===== src/rtl/scl_pacer_pkg.sv =====
package scl_pacer_pkg;

    typedef enum logic [1:0] {
        ST_IDLE     = 2'd0,
        ST_DRIVE_LO = 2'd1,
        ST_WAIT_HI  = 2'd2,
        ST_HOLD_HI  = 2'd3
    } pace_state_t;

endpackage


===== src/rtl/scl_sync.sv =====
module scl_sync #(
    parameter int STAGES = 2
) (
    input  logic clk,
    input  logic rst_n,
    input  logic d_async,
    output logic d_sync
);

    logic [STAGES-1:0] chain_q;

    for (genvar i = 0; i < STAGES; i++) begin : g_stage
        if (i == 0) begin : g_first
            always_ff @(posedge clk or negedge rst_n) begin
                if (!rst_n) chain_q[0] <= 1'b1;
                else        chain_q[0] <= d_async;
            end
        end else begin : g_next
            always_ff @(posedge clk or negedge rst_n) begin
                if (!rst_n) chain_q[i] <= 1'b1;
                else        chain_q[i] <= chain_q[i-1];
            end
        end
    end

    assign d_sync = chain_q[STAGES-1];

endmodule


===== src/rtl/phase_timer.sv =====
module phase_timer #(
    parameter int CNT_W    = 8,
    parameter int MIN_HALF = 4
) (
    input  logic             clk,
    input  logic             rst_n,
    input  logic             run,
    input  logic [CNT_W-1:0] half_set,
    output logic             done
);

    localparam logic [CNT_W-1:0] MIN_V = CNT_W'(MIN_HALF);

    logic [CNT_W-1:0] count_q;
    logic [CNT_W-1:0] lim_q;
    logic [CNT_W-1:0] eff_lim;

    // Clamp the requested half setting to the minimum.
    assign eff_lim = (half_set < MIN_V) ? MIN_V : half_set;
    assign done    = run && (count_q == lim_q - CNT_W'(1));

    // The limit is captured while idle and at the end of each phase,
    // so a running phase never sees a new setting.
    always_ff @(posedge clk or negedge rst_n) begin
        if (!rst_n)             lim_q <= MIN_V;
        else if (!run || done)  lim_q <= eff_lim;
    end

    always_ff @(posedge clk or negedge rst_n) begin
        if (!rst_n)      count_q <= '0;
        else if (!run)   count_q <= '0;
        else if (done)   count_q <= '0;
        else             count_q <= count_q + CNT_W'(1);
    end


    count_below_limit_chk: assert property (@(posedge clk) disable iff (!rst_n)
        run |-> (count_q < lim_q));


    limit_floor_chk: assert property (@(posedge clk) disable iff (!rst_n)
        lim_q >= MIN_V);

endmodule


===== src/rtl/scl_phase_fsm.sv =====
module scl_phase_fsm
    import scl_pacer_pkg::*;
(
    input  logic clk,
    input  logic rst_n,
    input  logic enable,
    input  logic line_hi,
    input  logic phase_done,
    output logic run,
    output logic scl_oe,
    output logic rise_tick,
    output logic fall_tick
);

    pace_state_t state_q;
    pace_state_t nxt;

    // Next-state logic.
    always_comb begin
        nxt = state_q;
        if (!enable) begin
            nxt = ST_IDLE;
        end else begin
            unique case (state_q)
                ST_IDLE:     nxt = ST_DRIVE_LO;
                ST_DRIVE_LO: if (phase_done) nxt = ST_WAIT_HI;
                ST_WAIT_HI:  if (line_hi)    nxt = ST_HOLD_HI;
                ST_HOLD_HI:  if (phase_done) nxt = ST_DRIVE_LO;
                default:     nxt = ST_IDLE;
            endcase
        end
    end

    // State register.
    always_ff @(posedge clk or negedge rst_n) begin
        if (!rst_n) state_q <= ST_IDLE;
        else        state_q <= nxt;
    end

    // Registered outputs, decoded from the next state.
    always_ff @(posedge clk or negedge rst_n) begin
        if (!rst_n) begin
            scl_oe    <= 1'b0;
            fall_tick <= 1'b0;
            rise_tick <= 1'b0;
        end else begin
            scl_oe    <= (nxt == ST_DRIVE_LO);
            fall_tick <= (nxt == ST_DRIVE_LO) && (state_q != ST_DRIVE_LO);
            rise_tick <= (nxt == ST_HOLD_HI)  && (state_q != ST_HOLD_HI);
        end
    end

    // The phase counter advances only in the two timed states.
    assign run = enable && ((state_q == ST_DRIVE_LO) || (state_q == ST_HOLD_HI));


    oe_off_when_disabled_chk: assert property (@(posedge clk) disable iff (!rst_n)
        !enable |=> !scl_oe);


    no_tick_in_wait_chk: assert property (@(posedge clk) disable iff (!rst_n)
        (state_q == ST_WAIT_HI && !line_hi) |=> (!rise_tick && !fall_tick && !scl_oe));


    fall_with_oe_chk: assert property (@(posedge clk) disable iff (!rst_n)
        $rose(scl_oe) |-> fall_tick);


    rise_needs_line_chk: assert property (@(posedge clk) disable iff (!rst_n)
        rise_tick |-> ($past(line_hi) && !scl_oe));


    ticks_exclusive_chk: assert property (@(posedge clk) disable iff (!rst_n)
        $onehot0({rise_tick, fall_tick}));

endmodule


===== src/rtl/scl_pacer.sv =====
module scl_pacer #(
    parameter int CNT_W       = 8,
    parameter int MIN_HALF    = 4,
    parameter int SYNC_STAGES = 2
) (
    input  logic             clk,
    input  logic             rst_n,
    input  logic             enable,
    input  logic [CNT_W-1:0] half_div,
    input  logic             scl_in,
    output logic             scl_oe,
    output logic             rise_tick,
    output logic             fall_tick
);

    logic line_hi;
    logic run;
    logic phase_done;

    scl_sync #(
        .STAGES  (SYNC_STAGES)
    ) u_sync (
        .clk     (clk),
        .rst_n   (rst_n),
        .d_async (scl_in),
        .d_sync  (line_hi)
    );

    phase_timer #(
        .CNT_W    (CNT_W),
        .MIN_HALF (MIN_HALF)
    ) u_timer (
        .clk      (clk),
        .rst_n    (rst_n),
        .run      (run),
        .half_set (half_div),
        .done     (phase_done)
    );

    scl_phase_fsm u_fsm (
        .clk        (clk),
        .rst_n      (rst_n),
        .enable     (enable),
        .line_hi    (line_hi),
        .phase_done (phase_done),
        .run        (run),
        .scl_oe     (scl_oe),
        .rise_tick  (rise_tick),
        .fall_tick  (fall_tick)
    );

endmodule


===== config.mk =====
export PLATFORM = sky130hd
export DESIGN_NAME = scl_pacer
export DESIGN_NICKNAME = d
export VERILOG_FILES = /design/src/rtl/scl_pacer_pkg.sv /design/src/rtl/scl_sync.sv /design/src/rtl/phase_timer.sv /design/src/rtl/scl_phase_fsm.sv /design/src/rtl/scl_pacer.sv
export SDC_FILE = /design/constraint.sdc
export NUM_CORES = 1
export LEC_CHECK = 0
export BUFFER_PORTS_ARGS = -buffer_cell sky130_fd_sc_hd__clkbuf_2
export CORE_MARGIN = 3
export CORE_UTILIZATION = 40
export CTS_BUF_LIST = sky130_fd_sc_hd__clkbuf_8
export CTS_CLUSTER_SIZE = 12
export DETAILED_ROUTE_END_ITERATION = 10
export PLACE_DENSITY_LB_ADDON = 0.25
export SETUP_SLACK_MARGIN = 0.05
export SLEW_MARGIN = 20
export SYNTH_ARGS = -nofsm -noshare
export SYNTH_HDL_FRONTEND = slang
export SYNTH_SLANG_ARGS = --single-unit

===== constraint.sdc =====
create_clock -name clk -period 2.3 [get_ports clk]
set_input_delay 0.345 -clock clk [delete_from_list [all_inputs] [get_ports clk]]
set_output_delay 0.345 -clock clk [all_outputs]
set_load 0.005 [all_outputs]

==> summary.md <==
| Metric | Value |
|---|---|
| Status | `complete, no violations` |
| Tot GR Track Use | `0.142` |
| Worst slew pin tran | `565 ps` |
| Starting Density | `0.433` |
| WL final | `around 2400 um` |
| Core area | `between 0.002 and 0.003 mm^2` |
| Pwr Density | `572 mW/mm^2` |
| Mapped Cells | `118` |
| R2R cell count | `6` |
| Total die area | `0.00379 mm^2` |
| Hold Path Class | `input pin to asynchronous set/reset pin` |
| Reg2reg end | `u_timer.lim_q[3]$_DFFE_PN0P_` |
| Nets | `155` |
| Max cap viols | `0` |
| Setup TNS Final | `0 ps` |
| Most frequent CP cell | `a31o_4` |
| Clock sink total | `23` |
| Final GP Congestion | `0.825` |
| Clock buffer depth | `2` |
| Rel. slew slack | `0.623` |
| Crit-path max cell delay | `540 ps` |
| Htree depth | `1` |
| Mapped Avg Cell Area | `10.5 um^2` |
| Buf/Inv on CP | `0` |
| Crit path arrival time | `2330 ps` |
| DRC Markers | `0` |
| Finished Cell Area | `between 0.001 and 0.0015 mm^2` |
| # port buffers | `14` |
| Total CTS buffers | `3` |
| Final-report hold violation count | `0` |
| CP Launch Type | `flop` |
| Via density | `5.49` |
| Reg-to-reg slack, setup | `approximately 120 ps` |
| Top Ports | `15` |
| Leakage | `0.000657 uW` |
| First-pass GRT wire length | `3970 um` |
| Yosys reg bits | `23` |
| Number of global-route vias before repair | `897` |
| Largest net degree at the start of global routing | `24` |
| Reg2reg start | `u_timer.lim_q[2]$_DFFE_PN1P_` |
| Post-route ant nets | `0` |
| Ratio of cells with drive above 1 in the final layout | `0.250` |
| # fillers | `265` |
| Post-synthesis sequential area ratio | `0.469` |
| Root buffer cell | `clkbuf_8` |
| Rows | `19` |
| RSZ-0062 raised after global routing | `no` |
| Die width | `between 60 and 70 um` |
| Min Tclk post-route | `2180 ps` |
| Critical Path, Cell by Cell | `or3_4 > or4_4 > nand3_2 > a31o_4 > a31o_4 > mux2_1` |
| Die Y | `61.6 um` |
| Clock-pin slew on the worst setup and hold paths | `~80 ps` |
| CP delay by family, top | `simple AND/OR/NAND/NOR gates` |
| Ant. Diodes | `0` |
| # setup viols final | `0` |
| Post-Syn Nets | `around 130` |
| CTS tree | `built` |
| Area Overhead vs Synth | `17.0%` |
| Routed wire length per instance | `13.9 um` |
| DR iter-0 viols | `63` |
| Area occupied by multi-input gates | `656 um^2` |
| Vias | `939` |
| Worst Path Required | `2450 ps` |
| Overflow after GRT | `0` |
| Yosys warns | `0` |
| FF+latch area | `579 um^2` |
| Critical path class | `flop to flop` |
| Peak supply drop | `0.260 mV` |
| Design Power | `827 uW` |
| Detailed-placement wirelength estimate | `1780 um` |
| Post-synthesis cell area | `0.00124 mm^2` |
| Clock latency on the worst-skew pair | `260 ps` |
| Max Freq | `458 MHz` |
| Crit-path max FO | `6` |
| Final Max Slew Viols | `0` |
| Drt pass-1 iters | `4` |
| Initial antenna violation count | `0` |
| Slowest cell on the critical path | `or4_4` |
| Tcrit/Tclk final | `0.949` |
| Crit end category | `flop` |
| Post-DP Area | `0.00136 mm^2` |
| Yosys cell types | `35` |
| Skew final | `around 2.8 ps` |
| Hold-fix buffers at CTS | `0` |
[Yosys cell counts (all sizes together)]
cell    count  share of area
nor4        1         0.0051
dfrtp      20           0.40
or4         1         0.0061
buf         2          0.013
nor2       14          0.043
or3         1         0.0051
mux2i       4          0.032
a21oi       1         0.0040
a211oi      2          0.012
nor2b       1         0.0051
nor3        2         0.0081
mux2        4          0.036
or3b        1         0.0071
or2         1         0.0051
and3        2          0.010
nand3       8          0.032
nand3b      1         0.0061
nor3b       1         0.0061
xnor2       7          0.050
nand2b      4          0.020
a22o        2          0.014
a31o        2          0.028
dfstp       3          0.064
o21ai       7          0.028
a31oi       2          0.010
inv         3         0.0091
nand2       5          0.015
o221a       1         0.0091
o211ai      1         0.0061
nand4       3          0.020
ha          2          0.020
xor2        9          0.064
[registers in the layout, summed over array words and instances, names as in the netlist]
name             flops
u_timer.count_q      8
u_fsm.scl_oe         1
u_fsm.state_q        2
u_sync.chain_q       1
u_sync.d_sync        1
u_fsm.rise_tick      1
u_timer.lim_q        8
u_fsm.fall_tick      1
[per-layer routing]
metal  global-route usage  wire (um)  up-vias
met5                    0          0        -
li1                     -          -      466
met4               0.0545         25        0
met3               0.0252         92        4
met1                0.185       1110      452
met2                0.232       1140       17
[metrics by stage]
stage                     worst slack (ps)   util  cells  hold WS, ps
after floorplan                        122      -    118         49.4
after global placement                 141  0.476    165          347
after detailed placement              81.1  0.476    165          347
after CTS                             70.3  0.493    169         82.8
after global routing                  56.9  0.507    171         92.0
final                                  117  0.507    171         59.2
[logic make-up after synthesis]
| group | count (synthesis) | synth area share |
|---|---|---|
| adders and majority gates | 2 | 0.0202 |
| and+or+nand+nor | 46 | 0.194 |
| buffers and inverters | 5 | 0.0223 |
| DFF | 23 | 0.469 |
| xor gates and xnor gates | 16 | 0.113 |
| muxes | 8 | 0.0688 |
| AOI/OAI and AO/OA | 18 | 0.112 |
[cell usage in the layout, fill, tap and decap left out, drive strengths merged, types with 3 or more instances in the layout]
| cell | netlist | layout |
|---|---|---|
| xnor2 | 7 | 7 |
| buf | 2 | 6 |
| inv | 3 | 3 |
| xor2 | 9 | 9 |
| o21ai | 7 | 7 |
| dfrtp | 20 | 20 |
| mux2i | 4 | 4 |
| nand2b | 4 | 4 |
| dfstp | 3 | 3 |
| mux2 | 4 | 4 |
| nand4 | 3 | 3 |
| clkbuf | 0 | 17 |
| nor2 | 14 | 14 |
| nand3 | 8 | 8 |
| nand2 | 5 | 5 |
[worst max-delay path by stage]
| stage | end | depth (start not counted) | startpoint |
|---|---|---|---|
| floorplan | u_timer.lim_q[3]$_DFFE_PN0P_ | 8 | u_timer.lim_q[0]$_DFFE_PN0P_ |
| global placement | u_timer.lim_q[7]$_DFFE_PN0P_ | 6 | u_timer.lim_q[2]$_DFFE_PN1P_ |
| detailed placement | u_timer.lim_q[7]$_DFFE_PN0P_ | 9 | u_timer.lim_q[0]$_DFFE_PN0P_ |
| CTS | u_timer.lim_q[3]$_DFFE_PN0P_ | 6 | u_timer.lim_q[2]$_DFFE_PN1P_ |
| global route | u_timer.lim_q[3]$_DFFE_PN0P_ | 6 | u_timer.lim_q[2]$_DFFE_PN1P_ |
| finish | u_timer.lim_q[3]$_DFFE_PN0P_ | 6 | u_timer.lim_q[2]$_DFFE_PN1P_ |
[power by group]
| part | leakage (uW) | switching [uW] | total, uW | internal, uW |
|---|---|---|---|---|
| Sequential | 0.000289 | 18.6 | 445 | 426 |
| Clock | 0.0000255 | 129 | 250 | 121 |
| Combinational | 0.000343 | 68.9 | 133 | 63.8 |
| Total | 0.000657 | 217 | 827 | 611 |
[repair_timing]
action / in CTS / in global routing
resized for setup: 0 / 5
setup endpoints to repair: 0 / 14
endpoints found under the hold margin: 0 / 0
setup buffers: 0 / 2
[cell type report]
| cell class | count | area share |
|---|---|---|
| Multi-Input combinational cell | 90 | 0.453 |
| Timing Repair Buffer | 20 | 0.0796 |
| Inverter | 3 | 0.00779 |
| Tap cell | 31 | 0.0268 |
| Sequential cell | 23 | 0.401 |
| Clock inverter | 1 | 0.00346 |
| Clock buffer | 3 | 0.0285 |
Note: power is estimated with default switching activity, not from simulation.
